$ cat src/rtl/nbw_pkg.sv
package nbw_pkg;
   localparam int unsigned LANES  = 4;
   localparam int unsigned LANE_W = 2;
   localparam int unsigned MAX_TX = 3;
   localparam int unsigned IDX_W  = 3;
   localparam int unsigned CNT_W  = IDX_W + 1;

   typedef struct packed {
      logic [IDX_W-1:0] first;
      logic [CNT_W-1:0] len;
      logic             burst;
   } tx_t;

   typedef enum logic [1:0] {
      ST_IDLE  = 2'd0,
      ST_FILL  = 2'd1,
      ST_ISSUE = 2'd2,
      ST_RESP  = 2'd3
   } state_t;
endpackage

$ cat src/rtl/nbw_packer.sv
module nbw_packer
   import nbw_pkg::*;
#(
   parameter int unsigned MAX_WORDS = 5
) (
   input  logic                             clk,
   input  logic                             rst_n,
   input  logic                             start,
   input  logic [LANE_W-1:0]                start_lane,
   input  logic                             beat_en,
   input  logic [7:0]                       beat_data,
   input  logic                             beat_strb,
   input  logic                             beat_last,
   output logic [MAX_WORDS-1:0][8*LANES-1:0] word_data,
   output logic [MAX_WORDS-1:0][LANES-1:0]   word_be,
   output logic [CNT_W-1:0]                  word_cnt
);
   logic [LANE_W-1:0]  lane_q;
   logic [8*LANES-1:0] acc_data, merged_data;
   logic [LANES-1:0]   acc_be, merged_be;
   logic [CNT_W-1:0]   wptr_q;
   logic               close_word;

   always_comb begin
      merged_data = acc_data;
      merged_be   = acc_be;
      merged_data[8*lane_q +: 8] = beat_data;
      merged_be[lane_q]          = beat_strb;
      close_word = beat_en && ((lane_q == LANE_W'(LANES-1)) || beat_last);
   end

   always_ff @(posedge clk) begin
      if (!rst_n) begin
         lane_q   <= '0;
         acc_data <= '0;
         acc_be   <= '0;
         wptr_q   <= '0;
      end else if (start) begin
         lane_q   <= start_lane;
         acc_data <= '0;
         acc_be   <= '0;
         wptr_q   <= '0;
      end else if (beat_en) begin
         lane_q <= lane_q + 1'b1;
         if (close_word) begin
            acc_data <= '0;
            acc_be   <= '0;
            wptr_q   <= wptr_q + 1'b1;
         end else begin
            acc_data <= merged_data;
            acc_be   <= merged_be;
         end
      end
   end

   for (genvar g = 0; g < MAX_WORDS; g++) begin : g_slot
      always_ff @(posedge clk) begin
         if (!rst_n) begin
            word_data[g] <= '0;
            word_be[g]   <= '0;
         end else if (close_word && (wptr_q == CNT_W'(g))) begin
            word_data[g] <= merged_data;
            word_be[g]   <= merged_be;
         end
      end
   end

   assign word_cnt = wptr_q;
endmodule

$ cat src/rtl/nbw_planner.sv
module nbw_planner
   import nbw_pkg::*;
#(
   parameter int unsigned MAX_WORDS = 5
) (
   input  logic [MAX_WORDS-1:0][LANES-1:0] word_be,
   input  logic [CNT_W-1:0]                word_cnt,
   output tx_t  [MAX_TX-1:0]               txs,
   output logic [1:0]                      tx_cnt
);
   logic [IDX_W-1:0] last_idx;
   logic             lead, trail;
   logic [CNT_W-1:0] mid;
   logic [1:0]       k;

   always_comb begin
      last_idx = (word_cnt == '0) ? '0 : IDX_W'(word_cnt - 1'b1);
      if (word_cnt <= CNT_W'(1)) begin
         lead  = 1'b1;
         trail = 1'b0;
      end else begin
         lead  = (word_be[0] != '1);
         trail = (word_be[last_idx] != '1);
      end
      mid = word_cnt - CNT_W'(lead) - CNT_W'(trail);

      txs = '0;
      k   = '0;
      if (lead) begin
         txs[k] = '{first: '0, len: CNT_W'(1), burst: 1'b0};
         k = k + 1'b1;
      end
      if (mid >= CNT_W'(2)) begin
         txs[k] = '{first: IDX_W'(lead), len: mid, burst: 1'b1};
         k = k + 1'b1;
      end else if (mid == CNT_W'(1)) begin
         txs[k] = '{first: IDX_W'(lead), len: CNT_W'(1), burst: 1'b0};
         k = k + 1'b1;
      end
      if (trail) begin
         txs[k] = '{first: last_idx, len: CNT_W'(1), burst: 1'b0};
         k = k + 1'b1;
      end
      tx_cnt = k;
   end
endmodule

$ cat src/rtl/nbw_issuer.sv
module nbw_issuer
   import nbw_pkg::*;
#(
   parameter int unsigned ADDR_W    = 32,
   parameter int unsigned MAX_WORDS = 5
) (
   input  logic                             clk,
   input  logic                             rst_n,
   input  logic                             active,
   input  logic [ADDR_W-1:0]                base_addr,
   input  logic [MAX_WORDS-1:0][8*LANES-1:0] word_data,
   input  logic [MAX_WORDS-1:0][LANES-1:0]   word_be,
   input  tx_t  [MAX_TX-1:0]                 txs,
   input  logic [1:0]                        tx_cnt,
   input  logic                              m_ready,
   output logic                              m_valid,
   output logic [ADDR_W-1:0]                 m_addr,
   output logic                              m_burst,
   output logic [CNT_W-1:0]                  m_len,
   output logic [8*LANES-1:0]                m_data,
   output logic [LANES-1:0]                  m_be,
   output logic                              m_tlast,
   output logic                              all_done
);
   logic [1:0]        tidx_q;
   logic [IDX_W-1:0]  wcnt_q;
   logic [ADDR_W-1:0] addr_q, next_addr;
   logic [LANE_W-1:0] first_off;
   logic [IDX_W-1:0]  sel;
   tx_t               cur;
   logic              accept;

   always_comb begin
      first_off = '0;
      for (int i = LANES-1; i >= 0; i--) begin
         if (word_be[0][i]) first_off = LANE_W'(i);
      end
   end

   always_comb begin
      cur     = txs[tidx_q];
      sel     = cur.first + wcnt_q;
      m_valid = active;
      m_addr  = (tidx_q == '0) ? {base_addr[ADDR_W-1:LANE_W], first_off} : addr_q;
      m_burst = cur.burst;
      m_len   = cur.len;
      m_data  = word_data[sel];
      m_be    = word_be[sel];
      m_tlast = ({1'b0, wcnt_q} == (cur.len - 1'b1));
      accept  = active && m_ready;
      all_done = accept && m_tlast && (tidx_q == (tx_cnt - 1'b1));
      if (cur.burst)
         next_addr = m_addr + ADDR_W'({cur.len, {LANE_W{1'b0}}});
      else
         next_addr = {m_addr[ADDR_W-1:LANE_W] + 1'b1, {LANE_W{1'b0}}};
   end

   always_ff @(posedge clk) begin
      if (!rst_n || !active) begin
         tidx_q <= '0;
         wcnt_q <= '0;
         addr_q <= '0;
      end else if (accept) begin
         if (m_tlast) begin
            wcnt_q <= '0;
            tidx_q <= tidx_q + 1'b1;
            addr_q <= next_addr;
         end else begin
            wcnt_q <= wcnt_q + 1'b1;
         end
      end
   end
endmodule

$ cat src/rtl/nbw_pack_split.sv
module nbw_pack_split
   import nbw_pkg::*;
#(
   parameter int unsigned ADDR_W    = 32,
   parameter int unsigned LEN_W     = 8,
   parameter int unsigned MAX_BEATS = 16
) (
   input  logic              clk,
   input  logic              rst_n,
   input  logic              s_awvalid,
   output logic              s_awready,
   input  logic [ADDR_W-1:0] s_awaddr,
   input  logic [LEN_W-1:0]  s_awlen,
   input  logic              s_wvalid,
   output logic              s_wready,
   input  logic [7:0]        s_wdata,
   input  logic              s_wstrb,
   output logic              s_bvalid,
   input  logic              s_bready,
   output logic [1:0]        s_bresp,
   output logic              m_valid,
   input  logic              m_ready,
   output logic [ADDR_W-1:0] m_addr,
   output logic              m_burst,
   output logic [3:0]        m_len,
   output logic [31:0]       m_data,
   output logic [3:0]        m_be,
   output logic              m_tlast
);
   localparam int unsigned MAX_WORDS = (MAX_BEATS + 2*LANES - 2) / LANES;

   if (MAX_BEATS < 5 || MAX_WORDS > (1 << IDX_W) - 1) begin : g_bad_beats
      $error("nbw_pack_split: MAX_BEATS out of supported range");
   end
   if (ADDR_W < 4 || (1 << LEN_W) < MAX_BEATS) begin : g_bad_width
      $error("nbw_pack_split: address or length width too small");
   end
   if (CNT_W != 4) begin : g_bad_cnt
      $error("nbw_pack_split: m_len width mismatch");
   end

   state_t            state_q, state_d;
   logic [ADDR_W-1:0] base_q;
   logic [LEN_W-1:0]  left_q;
   logic              aw_hs, w_hs, w_last, done;

   logic [MAX_WORDS-1:0][8*LANES-1:0] word_data;
   logic [MAX_WORDS-1:0][LANES-1:0]   word_be;
   logic [CNT_W-1:0]                  word_cnt;
   tx_t  [MAX_TX-1:0]                 txs;
   logic [1:0]                        tx_cnt;

   assign s_awready = (state_q == ST_IDLE);
   assign s_wready  = (state_q == ST_FILL);
   assign s_bvalid  = (state_q == ST_RESP);
   assign s_bresp   = 2'b00;
   assign aw_hs     = s_awready && s_awvalid;
   assign w_hs      = s_wready && s_wvalid;
   assign w_last    = (left_q == '0);

   always_comb begin
      state_d = state_q;
      unique case (state_q)
         ST_IDLE:  if (aw_hs) state_d = ST_FILL;
         ST_FILL:  if (w_hs && w_last) state_d = ST_ISSUE;
         ST_ISSUE: if (done) state_d = ST_RESP;
         ST_RESP:  if (s_bready) state_d = ST_IDLE;
         default:  state_d = ST_IDLE;
      endcase
   end

   always_ff @(posedge clk) begin
      if (!rst_n) begin
         state_q <= ST_IDLE;
         base_q  <= '0;
         left_q  <= '0;
      end else begin
         state_q <= state_d;
         if (aw_hs) begin
            base_q <= {s_awaddr[ADDR_W-1:LANE_W], {LANE_W{1'b0}}};
            left_q <= s_awlen;
         end else if (w_hs) begin
            left_q <= left_q - 1'b1;
         end
      end
   end

   nbw_packer #(.MAX_WORDS(MAX_WORDS)) u_packer (
      .clk        (clk),
      .rst_n      (rst_n),
      .start      (aw_hs),
      .start_lane (s_awaddr[LANE_W-1:0]),
      .beat_en    (w_hs),
      .beat_data  (s_wdata),
      .beat_strb  (s_wstrb),
      .beat_last  (w_last),
      .word_data  (word_data),
      .word_be    (word_be),
      .word_cnt   (word_cnt)
   );

   nbw_planner #(.MAX_WORDS(MAX_WORDS)) u_planner (
      .word_be  (word_be),
      .word_cnt (word_cnt),
      .txs      (txs),
      .tx_cnt   (tx_cnt)
   );

   nbw_issuer #(.ADDR_W(ADDR_W), .MAX_WORDS(MAX_WORDS)) u_issuer (
      .clk       (clk),
      .rst_n     (rst_n),
      .active    (state_q == ST_ISSUE),
      .base_addr (base_q),
      .word_data (word_data),
      .word_be   (word_be),
      .txs       (txs),
      .tx_cnt    (tx_cnt),
      .m_ready   (m_ready),
      .m_valid   (m_valid),
      .m_addr    (m_addr),
      .m_burst   (m_burst),
      .m_len     (m_len),
      .m_data    (m_data),
      .m_be      (m_be),
      .m_tlast   (m_tlast),
      .all_done  (done)
   );
endmodule

$ cat config.mk
export PLATFORM = sky130hd
export DESIGN_NAME = nbw_pack_split
export DESIGN_NICKNAME = d
export VERILOG_FILES = /design/src/rtl/nbw_pkg.sv /design/src/rtl/nbw_packer.sv /design/src/rtl/nbw_planner.sv /design/src/rtl/nbw_issuer.sv /design/src/rtl/nbw_pack_split.sv
export SDC_FILE = /design/constraint.sdc
export NUM_CORES = 1
export LEC_CHECK = 0
export ABC_AREA = 1
export BUFFER_PORTS_ARGS = -buffer_cell sky130_fd_sc_hd__buf_2
export CORE_MARGIN = 5
export CORE_UTILIZATION = 36
export DETAILED_ROUTE_END_ITERATION = 16
export GPL_TIMING_DRIVEN = 0
export REMOVE_ABC_BUFFERS = 1
export SYNTH_ARGS = -nofsm -noshare
export SYNTH_HDL_FRONTEND = slang
export SYNTH_SLANG_ARGS = --single-unit
$ cat constraint.sdc
create_clock -name clk -period 7.56 [get_ports clk]
set_clock_uncertainty 0.2 [all_clocks]
set_input_delay 1.134 -clock clk [delete_from_list [all_inputs] [get_ports clk]]
set_output_delay 1.134 -clock clk [all_outputs]
set_load 0.01 [all_outputs]
== Word-level counts from Yosys, hierarchy flattened ==
Cells that the tools add are included.
Operators by class
  muxes and demuxes: 48
  multiply operators: 0
  add/subtract/negate cells: 16
  shift-type cells: 2
  bitwise operators: 1
  $lt $le $gt $ge: 11
  reduce and logical (&&, ||, !) cells: 28
  divide/modulo/power cells: 0
  eq/ne operators: 17
Operators by type and width (number)
  $mux W32: 4
  $bmux W32 S3: 1
  $bwmux W24: 3
  $mux W24: 3
  $mux W8: 5
  $neg A5 Y34: 1
  $shift A8 B34 Y32 const A: 1
  $shiftx A8 B34 Y32: 1
  $add A32 B6 Y32: 1
  $bwmux W32: 1
  $demux W8 S2: 2
  $add A30 B1 Y30 const B: 1
  $mux W2: 14
  $bmux W4 S3: 2
  $bmux W8 S2: 1
  $logic_and A1 B1 Y1: 15
  $mux W4: 3
  $lt A2 B3 Y1 const B: 3
  $eq A4 B1 Y1 const B: 2
  $eq A4 B2 Y1 const B: 2
  $logic_not A8 Y1: 1
  $lt A3 B4 Y1 const B: 2
  $ne A4 B4 Y1 const B: 2
  $pmux W2 S4: 1
  35 further kinds: 51
Word-level totals
  memory bits (read-only): 0
  memory bits (writable): 0
  input bits: 55
  bits in latches: 0
  flip-flop bits (word level): 299
  memories: 0
  logic and storage cells: 143

== Longest topological paths before layout ==
Gate-level depths: netlist of run 1.
  depth after elaboration: 24
  gate-level depth with buffers: 53

== Modules after synthesis ==
From an unflattened synthesis of run 1, not the netlist that was laid out.
Unflattened totals
  cell total of the unflattened synthesis: 2809
  area, all modules: 17152.7 sq um
By module, submodules not included
  nbw_packer: times used 1, area an instance 9494.1 sq um, cells an instance 1464, sequential area each 4444.3 sq um
  nbw_issuer: times used 1, area an instance 5017.3 sq um, cells an instance 939, sequential area each 740.7 sq um
  nbw_pack_split: times used 1, area an instance 1789.2 sq um, cells an instance 250, sequential area each 800.8 sq um
  nbw_planner: times used 1, area an instance 852.1 sq um, cells an instance 156, sequential area each 0.0 sq um

== Least setup slack after synthesis of run 1 ==
Ideal clock, no wire load.
  kind: flip-flop to output port
  from: reg u_packer.wptr_q[0] (netlist: u_packer.word_cnt[0])
  to: out m_data[10]
  buffers on the path: 3
  arrival: 6.672 ns
  path slack: -0.446 ns
  stages on the path, launching flop included: 40
  path through: dfxtp_1 -> inv_1 -> buf_2 -> ha_1 -> nand2_4 -> inv_2 -> a21oi_4 -> inv_2 -> nand3_1 -> nand2_1 -> nand3_2 -> nand2_1 -> fa_1 -> inv_1 -> ha_1 -> nor2_1 -> ha_1 -> inv_1 -> (+4 left out) -> o21ai_0 -> ha_1 -> nand2_1 -> nand3b_1 -> nand3_1 -> inv_2 -> nor2_1 -> a31oi_1 -> a211oi_1 -> ha_1 -> inv_1 -> fa_1 -> clkbuf_1 -> inv_2 -> nor2_1 -> clkbuf_1 -> a21oi_1 -> a31oi_1
Between the ends
  longest elaborated chain between the ends: 21
  elaborated cells on any way between the ends: 38
  those cells by class: 5 x add/sub; 6 x order compare; 2 x eq/ne; 22 x mux; 3 x reduce/logical
Ends and longest elaborated chain
  start: declaration: RTL line nbw_packer.sv:21  | logic [CNT_W-1:0] wptr_q;
  start signal: assignment: RTL line nbw_packer.sv:48  | wptr_q <= wptr_q + 1'b1;
  parallel branches: the longest is 15 deep, another holds $sub A4 B1 Y4
  $mux W24 (*): RTL line nbw_planner.sv:40  | if (trail) begin
  $bmux W8 S2 (*): RTL line nbw_issuer.sv:41  | cur = txs[tidx_q];
  $mux W8 (not written as such) (*): RTL line nbw_issuer.sv:41
  $add A3 B3 Y3 (*): RTL line nbw_issuer.sv:42  | sel = cur.first + wcnt_q;
  $bmux W32 S3 (*): RTL line nbw_issuer.sv:47  | m_data = word_data[sel];
  $mux W32 (not written as such) (*): RTL line nbw_issuer.sv:47
  end: declaration: RTL line nbw_pack_split.sv:26  | output logic [31:0] m_data,
Every way passes the cells marked *. The select of a mux whose other input is x is not followed.

== Worst setup path in the final report of run 1 ==
  from: reg u_packer.wptr_q[0] (netlist: u_packer.word_cnt[0])
  to: out m_be[0]
Between the ends
  longest elaborated chain between the ends: 21
  elaborated cells on any way between the ends: 38
  those cells by class: 5 x add/sub; 6 x order compare; 2 x eq/ne; 22 x mux; 3 x reduce/logical
Ends and longest elaborated chain
  parallel branches: the longest is 15 deep, another holds $sub A4 B1 Y4
  $mux W24 (*): RTL line nbw_planner.sv:40
  $bmux W8 S2 (*): RTL line nbw_issuer.sv:41
  $mux W8 (not written as such) (*): RTL line nbw_issuer.sv:41
  $add A3 B3 Y3 (*): RTL line nbw_issuer.sv:42
  $bmux W4 S3 (*): RTL line nbw_issuer.sv:48  | m_be = word_be[sel];
  $mux W4 (not written as such) (*): RTL line nbw_issuer.sv:48
  end: declaration: RTL line nbw_pack_split.sv:27  | output logic [3:0] m_be,
Marked as above.

==> metrics.log, run 1 <==
INFO  metric crit_required = 6.23 ns
INFO  metric slew_headroom = 9.709%
INFO  metric via_total_after_detailed_routing = 14.27k
INFO  metric filler_cell_count = 4020
INFO  metric status = finished, violations left
INFO  metric grt_start_max_net_pins = approximately 120
INFO  metric grt_setup_unrepaired = yes
INFO  metric synthesis.area = ~15000 µm²
INFO  metric detailedRoute.firstIterationViolations = slightly above 1k
INFO  metric initial_antenna_violation_count = 1
INFO  metric effective_utilization_at_floorplan = 36.29%
INFO  metric worst-endpoint-arrival = approximately 6.7 ns
INFO  metric layout.nets = 2269
INFO  metric clk_root_buffer_cell = sky130_fd_sc_hd__clkbuf_16
INFO  metric tightestPinTransition = roughly 1.4 ns
INFO  metric grt_util_all_layers = 19.29%
INFO  metric yosysWarnings = 0
INFO  metric die_area = 45120 µm²
INFO  metric fin_tns_setup = -14.77 ns
INFO  metric final_period_minus_worst_setup_slack = approximately 8.1 ns
INFO  metric cts.reportedPaths.clkPinSlew = around 0.06 ns
INFO  metric place.gp.congestion = ~0.84
INFO  metric synth.ff_latch_count = between 200 and 300
INFO  metric drt_pass1_iterations = 5
INFO  metric p_per_area = 287.6 nW/µm²
INFO  metric drcViolationCount = 0
INFO  metric endpoint_kind = output pin
INFO  metric ys_async_sr_fraction = 0%
INFO  metric placeableCoreArea = 40650 µm²
INFO  metric cts_max_path_buffers = 3
INFO  metric worstHoldPathType = reg -> reg
INFO  metric met3_wl = ~3.0 mm
INFO  metric hold_violations = 0
INFO  metric via_per_inst = 5.219
INFO  metric tritoncts = yes
INFO  metric layout_commonest_cell = sky130_fd_sc_hd__inv_1
INFO  metric violations = negative setup slack
INFO  metric worst_hold_margin = between 0.2 and 0.25 ns
INFO  metric ir_drop = approximately 0.18 mV
INFO  metric met2_wl_post_dr = 21.30 mm
INFO  metric critical-path-slowest-cell = sky130_fd_sc_hd__fa_2
INFO  metric final.period_utilization = 106.6%
INFO  metric grt_overflow = 0
INFO  metric drv_cap = 0
INFO  metric core.rowCount = 74
INFO  metric post_synth_main_area_contributors = sky130_fd_sc_hd__dfxtp_1, sky130_fd_sc_hd__a21oi_1, sky130_fd_sc_hd__o21ai_0
INFO  metric worstSkewPairLatency = 0.54 ns
INFO  metric synthDominantAreaCellType = sky130_fd_sc_hd__dfxtp_1
INFO  metric type_of_the_worst_setup_path = reg -> out
INFO  metric postCtsHoldBufs = 0
INFO  metric routed_wire_length_per_instance = 17.17 µm
INFO  metric area.growth.synth_to_final = 28.33%
INFO  metric yosys.cell_types.count = 49
INFO  metric fp.dieW = 212.4 µm
INFO  metric tritoncts_buffer_count = 35
INFO  metric max_stage_delay = approximately 0.67 ns
INFO  metric drt.antenna.violating_nets = 0
INFO  metric achievable-frequency = 124.1 MHz
INFO  metric count_of_input_and_output_buffers = 132
INFO  metric syn_inst = 2065
INFO  metric fraction_of_final_layout_cells_sized_beyond_drive_strength_1 = 20.62%
INFO  metric cp_common_cell = sky130_fd_sc_hd__ha_4
INFO  metric multiInputGateArea = 7886 µm²
INFO  metric maxSlewViolCount = 0
INFO  metric wl_met1 = 21.63 mm
INFO  metric totalWireLength = around 47 mm
INFO  metric antenna_cells = 0
INFO  metric setup_violations = 36
INFO  metric first_global_vias = 13.13k
INFO  metric clock-sinks = 299
INFO  metric grt_pass1_wl = 71.01 mm
INFO  metric mostFrequentLayoutCells = sky130_fd_sc_hd__inv_1, sky130_fd_sc_hd__a21oi_1, sky130_fd_sc_hd__dfxtp_1
INFO  metric finalInstanceArea = about 19000 µm²
INFO  metric syn_area_per_cell = 7.144 µm²
INFO  metric chipHeight = around 210 µm
INFO  metric dp.final_hpwl = 27.29 mm
INFO  metric synth-edff-count = 0
INFO  metric synth_top_flop_cell = sky130_fd_sc_hd__dfxtp_1
INFO  metric htree_num_levels = 2
INFO  metric highest_routing_layer_actually_used = met4
INFO  metric yosysTopAreaCellShare = around two fifths
INFO  metric layout.cells.non_filler = roughly 2.7k
INFO  metric ff_latch_area = 5991 µm²
INFO  metric p_leak = 7.536 nW
INFO  metric dp.cells = 2606
INFO  metric post-route-worst-setup-slack = -0.4960 ns
INFO  metric top_level_ports = roughly 140
INFO  metric synth_sequential_area_ratio = roughly two fifths
INFO  metric cp-start-kind = flop
INFO  metric worst-path-max-fanout = 8
INFO  metric area_after_detailed_placement = between 15000 and 20000 µm²
==> path summary, 6_finish.rpt <==
check | start | slack, ns | depth (start not counted) | endpoint
setup / recovery | u_packer.word_cnt[0]$_SDFFE_PP0P_ | -0.50 | 39 | m_be[0]
hold / removal | u_issuer.addr_q[16]$_SDFFE_PP0P_ | 0.24 | 2 | u_issuer.addr_q[16]$_SDFFE_PP0P_
setup reg to reg | u_packer.word_cnt[0]$_SDFFE_PP0P_ | 0.34 | 48 | u_issuer.addr_q[26]$_SDFFE_PP0P_
hold reg to reg | u_issuer.addr_q[16]$_SDFFE_PP0P_ | 0.24 | 2 | u_issuer.addr_q[16]$_SDFFE_PP0P_
==> flip-flops by register name, indices dropped and copies added, names as in the netlist <==
name	flops
u_issuer.tidx_q	2
u_packer.word_cnt	4
u_packer.acc_data	32
u_packer.word_be	20
left_q	8
state_q	2
base_q	30
u_issuer.addr_q	32
u_issuer.wcnt_q	3
u_packer.word_data	160
u_packer.lane_q	2
u_packer.acc_be	4
==> through the flow <==
stage                     worst slack [ns]  util (%)  total power, mW
after CTS                          -0.5186     44.59            5.393
final                              -0.4960     46.57            5.444
after global placement              -6.180     38.20            3.326
after detailed placement            -2.627     39.02            3.367
after floorplan                     -2.015         -            2.800
after global routing               -0.8005     46.57            5.754
==> synthesized netlist by cell type, types with 3 or more instances <==
cell and number:
sky130_fd_sc_hd__nand4_1 15, sky130_fd_sc_hd__nand3b_1 4, sky130_fd_sc_hd__o211ai_1 3, sky130_fd_sc_hd__nand2_1 161, sky130_fd_sc_hd__a31oi_1 40, sky130_fd_sc_hd__nand2_2 5
sky130_fd_sc_hd__fa_1 3, sky130_fd_sc_hd__buf_1 10, sky130_fd_sc_hd__nor4_1 3, sky130_fd_sc_hd__nor3_1 10, sky130_fd_sc_hd__nand3_1 54, sky130_fd_sc_hd__buf_4 4
sky130_fd_sc_hd__xor2_1 31, sky130_fd_sc_hd__xnor2_1 3, sky130_fd_sc_hd__dfxtp_1 299, sky130_fd_sc_hd__o32ai_1 8, sky130_fd_sc_hd__clkbuf_1 110, sky130_fd_sc_hd__or2_2 29
sky130_fd_sc_hd__a211oi_1 37, sky130_fd_sc_hd__ha_1 33, sky130_fd_sc_hd__inv_2 9, sky130_fd_sc_hd__inv_1 321, sky130_fd_sc_hd__o21ai_1 16, sky130_fd_sc_hd__a22oi_1 3
sky130_fd_sc_hd__clkinv_1 4, sky130_fd_sc_hd__buf_6 3, sky130_fd_sc_hd__o22ai_1 26, sky130_fd_sc_hd__o21ai_0 323, sky130_fd_sc_hd__buf_2 8, sky130_fd_sc_hd__a21oi_1 352
sky130_fd_sc_hd__nor2_1 116
==> routing by layer <==
metal | vias to the layer above | track usage (%)
met1 | 6681 | 26.50
met3 | 80 | 3.792
met4 | 0 | 4.436
li1 | 7115 | -
met5 | - | 0
met2 | 393 | 31.57
==> area by class of cell <==
class | instances | share of cell area, %
multi-input cells | 1299 | 41.66
flip-flops and latches | 299 | 31.65
repair buffers | 208 | 9.544
inverters | 334 | 6.748
clock buffers | 45 | 5.142
well taps | 532 | 3.516
clock inverters | 16 | 1.659
repair inverters | 1 | 0.08592
==> what timing repair did <==
action | CTS | global route
hold endpoints to repair | 0 | 0
setup endpoints to repair | 51 | 44
gates resized for setup | 119 | 121
buffers inserted | 44 | 13
pin swaps | 21 | 27
gates cloned | 4 | 6
==> kinds of logic (layout without fill, tap and decap cells) <==
group	Yosys count	after routing	synth area share, %
muxes	1	1	0.06786
buffers and inverters	469	604	12.26
AOI/OAI and AO/OA	815	815	29.36
DFF	299	299	40.58
xor gates and xnor gates	34	35	2.019
and+or+nand+nor	410	410	12.49
adders and majority gates	36	36	3.206
other	1	2	0.02542
==> report_power, final <==
part / switching (mW) / internal (mW)
Sequential: 0.0692 / 1.72
Clock: 0.701 / 1.19
Combinational: 1.15 / 0.616
Total: 1.92 / 3.52
==> critical path: cells and delay by family, from the launching register on <==
| family | cells | cell delay, ns |
|---|---|---|
| and+or+nand+nor | 12 | 1.20 |
| buffers and inverters | 14 | 1.43 |
| adders and majority gates | 8 | 2.32 |
| DFF | 1 | 0.37 |
| AOI/OAI and AO/OA | 5 | 0.83 |
Note: power is estimated with default switching activity, not from simulation.
==> inputs of run 2 (changes only) <==
SYNTH_HIERARCHICAL = 1   (was unset)
clock period = 9.77 ns   (was 7.56 ns; I/O delays follow)
==> run 2 against run 1 <==
The flow now finishes without violations. Combinational power is 41% lower. Synthesized cell count is 36% higher. Non-clock buffer count shrank 51. Routed wire length is 3.2% higher. Cell count increased by 28%.
==> metrics.log, run 2 <==
INFO  metric placeableCoreArea = 47450 µm² (+17%)
INFO  metric post_synth_main_area_contributors = sky130_fd_sc_hd__dfxtp_1, sky130_fd_sc_hd__nand2_1, sky130_fd_sc_hd__nor2_1
INFO  metric grt_util_all_layers = 17.89% (-1.4 points)
INFO  metric fraction_of_final_layout_cells_sized_beyond_drive_strength_1 = 10.03% (-11 points)
INFO  metric yosysWarnings = 6 (+6)
INFO  metric p_per_area = 196.2 nW/µm² (-32%)
INFO  metric initial_antenna_violation_count = 2 (+1)
INFO  metric synthTopCellsByCount = sky130_fd_sc_hd__nand2_1, sky130_fd_sc_hd__nor2_1, sky130_fd_sc_hd__inv_1, sky130_fd_sc_hd__dfxtp_1, sky130_fd_sc_hd__o21ai_0
INFO  metric largest_registers = u_packer/word_data: 160 flops, u_issuer/addr_q: 32 flops, u_packer/acc_data: 32 flops
INFO  metric core.rowCount = 80 (+8.1%)
INFO  metric ir_drop = 0.1548 mV (-15%)
INFO  metric synth_sequential_area_ratio = 34.90% (-5.7 points)
INFO  metric hold-path-cell-count = 2 (unchanged)
INFO  metric drt_pass1_iterations = 5 (unchanged)
INFO  metric via_total_after_detailed_routing = 16.83k (+18%)
INFO  metric clk_root_buffer_cell = sky130_fd_sc_hd__clkbuf_16
INFO  metric crit_required = 8.10 ns (+1.87 ns)
INFO  metric via_per_inst = 4.801 (-8.0%)
INFO  metric max_stage_delay = 0.57 ns (-0.10 ns)
INFO  metric cts_max_path_buffers = 3 (unchanged)
INFO  metric place_ws = 0.2590 ns (+2.886 ns)
INFO  metric antenna_cells = 0 (unchanged)
INFO  metric clock-sinks = 299 (unchanged)
INFO  metric area.growth.synth_to_final = 14.15%
INFO  metric count_of_input_and_output_buffers = 132 (unchanged)
INFO  metric htree_num_levels = 2 (unchanged)
INFO  metric worstHoldPathType = reg -> reg
INFO  metric top_level_ports = 135 (unchanged)
INFO  metric endpoint_kind = output pin
INFO  metric syn_area_per_cell = 6.106 µm² (-15%)
INFO  metric synthDominantAreaCellType = sky130_fd_sc_hd__dfxtp_1
INFO  metric drv_cap = 0 (unchanged)
INFO  metric tritoncts_buffer_count = 38 (+8.6%)
INFO  metric status = complete, no violations
INFO  metric synth.ff_latch_count = 299 (unchanged)
INFO  metric number_of_flip_flops_under_the_largest_register_name = 160 (unchanged)
INFO  metric netSwitchingPower = 1.333 mW (-31%)
INFO  metric yosys.cell_types.count = 53 (+8.2%)
INFO  metric yosysTopAreaCellShare = 34.90% (-5.7 points)
INFO  metric slew_headroom = 10.95% (+1.2 points)
INFO  metric layout_commonest_cell = sky130_fd_sc_hd__nand2_1
INFO  metric number_of_cells_on_the_worst_reg_to_reg_path = 38 (-21%)
INFO  metric synth_top_flop_cell = sky130_fd_sc_hd__dfxtp_1
INFO  metric syn_inst = 2809 (+36%)
INFO  metric grt_setup_unrepaired = no
INFO  metric chipHeight = 228.3 µm (+7.5%)
INFO  metric cp-start-kind = flop
INFO  metric dp.final_hpwl = 31.93 mm (+17%)
INFO  metric share_clk_of_total_power = 37.2% (+2.4 points)
INFO  metric cp_common_cell = sky130_fd_sc_hd__nand2_1
INFO  metric drt.antenna.violating_nets = 0 (unchanged)
INFO  metric final_period_minus_worst_setup_slack = between 9 and 10 ns
INFO  metric swShare = 34.69% (-0.60 points)
INFO  metric totalWireLength = 48.42 mm (+3.2%)
INFO  metric achievable-frequency = 110.1 MHz
INFO  metric grt_start_max_net_pins = 121 (+4.3%)
INFO  metric p_leak = 9.703 nW (+29%)
INFO  metric synth-edff-count = 0 (unchanged)
INFO  metric yosysMostFrequentCell = sky130_fd_sc_hd__nand2_1
INFO  metric register_with_the_highest_flop_count = u_packer/word_data
INFO  metric final_core_util = 41.27% (-5.3 points)
INFO  metric die_area = 52110 µm² (+15%)
INFO  metric fp.dieW = 228.3 µm (+7.5%)
INFO  metric post-route-worst-setup-slack = 0.6898 ns (+1.186 ns)
INFO  metric reg2reg_to = u_issuer/addr_q[15]$_SDFFE_PP0P_
INFO  metric mostFrequentLayoutCells = sky130_fd_sc_hd__nand2_1, sky130_fd_sc_hd__nor2_1, sky130_fd_sc_hd__inv_1
INFO  metric worstSkewPairLatency = 0.55 ns (about the same)
INFO  metric tritoncts = yes
INFO  metric p_seq_share = 35.5% (+2.7 points)
INFO  metric maxSlewViolCount = 0 (unchanged)
INFO  metric critical-path-slowest-cell = sky130_fd_sc_hd__fa_1
INFO  metric worst-endpoint-arrival = 7.41 ns (+0.69 ns)
INFO  metric first_global_vias = 15.59k (+19%)
INFO  metric tightestPinTransition = 1.324 ns (-0.02925 ns)
INFO  metric drcViolationCount = 0 (unchanged)
INFO  metric worst-path-max-fanout = 32 (+24)
INFO  metric detailedRoute.firstIterationViolations = 1233 (+23%)
INFO  metric worst-r2r-setup-slack = 1.97 ns (+1.63 ns)
INFO  metric p_int = 2.510 mW (-29%)
INFO  metric comb_power_share = 27.3% (-5.2 points)
INFO  metric worstHoldStart = u_packer/acc_data[15]$_SDFFE_PP0P_
INFO  metric cts.reportedPaths.clkPinSlew = 0.05 ns (about the same)
INFO  metric ys_async_sr_fraction = 0% (unchanged)
INFO  metric grt_overflow = 0 (unchanged)
INFO  metric type_of_the_worst_setup_path = reg -> out
INFO  metric effective_utilization_at_floorplan = 36.15% (-0.14 points)
INFO  metric grt_pass1_wl = 79.21 mm (+12%)
INFO  metric synthesis.area = 17150 µm² (+16%)
INFO  metric postCtsHoldBufs = 0 (unchanged)
INFO  metric timing.hold.worst_endpoint = u_packer/acc_data[15]$_SDFFE_PP0P_
INFO  metric hold_violations = 0 (unchanged)
INFO  metric final.period_utilization = between 90% and 100%
INFO  metric layout.nets = 2954 (+30%)
INFO  metric report.power.total = 3.843 mW (-29%)
INFO  metric setup_violations = 0 (-100%)
INFO  metric place.gp.congestion = 0.8507 (+1.8%)
INFO  metric routed_wire_length_per_instance = 13.81 µm (-20%)
INFO  metric worst_r2r_startpoint = u_packer/word_cnt[1]$_SDFFE_PP0P_
==> run 2: cell count changes in the layout (fill, tap and decap cells not counted), sizes merged, moves of 12 or more <==
| cell | before | now |
|---|---|---|
| nand2 | 168 | 869 |
| nor2 | 118 | 588 |
| a21oi | 353 | 101 |
| o21ai | 339 | 176 |
| nand3 | 56 | 141 |
| buf | 203 | 157 |
| a211oi | 37 | 2 |
| or2 | 31 | 4 |
| o22ai | 26 | 1 |
| a31oi | 40 | 27 |
| xor2 | 32 | 19 |
| clkbuf | 50 | 62 |
==> run 2: through the flow <==
step | instance area, µm² | hold WS [ns] | instances | TNS [ns]
6_report | 19580 | 0.2641 | 3506 | 0
5_1_grt | 19580 | 0.2759 | 3506 | 0
4_1_cts | 19490 | 0.2649 | 3498 | 0
3_5_place_dp | 18200 | 0.2561 | 3428 | 0
3_3_place_gp | 17800 | 0.2516 | 3411 | -94.38
2_1_floorplan | 16370 | 0.2436 | 2664 | 0
==> run 2: layout make-up <==
type	instances	area (µm²)
Tap cell	615	769.5
Timing Repair Buffer	157	1095
Clock inverter	8	112.6
Inverter	336	1269
Sequential cell	299	5986
Fill cell	5029	27870
Multi-Input combinational cell	2029	9176
Clock buffer	62	1172
==> run 2: power groups by stage <==
stage	Combinational (mW)	Clock (mW)	Sequential, mW
finish	1.05	1.43	1.36
CTS	1.05	1.47	1.36
floorplan	0.691	0	1.38
detailed placement	1.04	0	1.39
global placement	1.01	0	1.39
global route	1.18	1.52	1.38
==> run 2: logic make-up (layout without fill, tap and decap cells) <==
family	Yosys count	in the layout	synth area share (%)
buffers and inverters	485	563	12.03
adders and majority gates	38	38	2.903
xor gates and xnor gates	25	25	1.320
and+or+nand+nor	1648	1648	39.12
AOI/OAI and AO/OA	312	312	9.687
DFF	299	299	34.90
other	2	6	0.04378
==> run 2: per-layer routing <==
layer / GRT usage [%] / share of wire, %
met5: 0 / 0.070
met1: 23.31 / 46
met4: 5.162 / 2.4
met3: 2.624 / 4.6
met2: 30.91 / 47
==> run 2: worst max-delay path, delay by kind of cell (launching register included) <==
family / cells / cell delay [ns]
XOR/XNOR: 2 / 0.70
adder cells (fa/ha/maj): 6 / 1.86
AND/OR/NAND/NOR: 18 / 1.95
flip-flops: 1 / 0.55
AO/OA/AOI/OAI: 4 / 0.91
buffers and inverters: 6 / 0.87
==> run 2: how the worst max path moves through the flow <==
stage,startpoint,end,cells past startpoint
2_1_floorplan,u_packer/word_cnt[1]$_SDFFE_PP0P_,m_be[0],34
3_3_place_gp,u_packer/word_cnt[1]$_SDFFE_PP0P_,m_be[1],33
3_5_place_dp,u_packer/word_cnt[1]$_SDFFE_PP0P_,m_data[9],36
4_1_cts,u_packer/word_cnt[1]$_SDFFE_PP0P_,m_data[9],36
5_1_grt,u_packer/word_cnt[1]$_SDFFE_PP0P_,m_data[31],37
6_report,u_packer/word_cnt[1]$_SDFFE_PP0P_,m_data[18],36
==> run 2: repair_timing <==
item / 4_1_cts / 5_1_grt
cloned: 0 / 0
pin swaps: 0 / 3
gates resized for setup: 1 / 2
setup endpoints to repair: 31 / 36
buffers inserted: 0 / 7
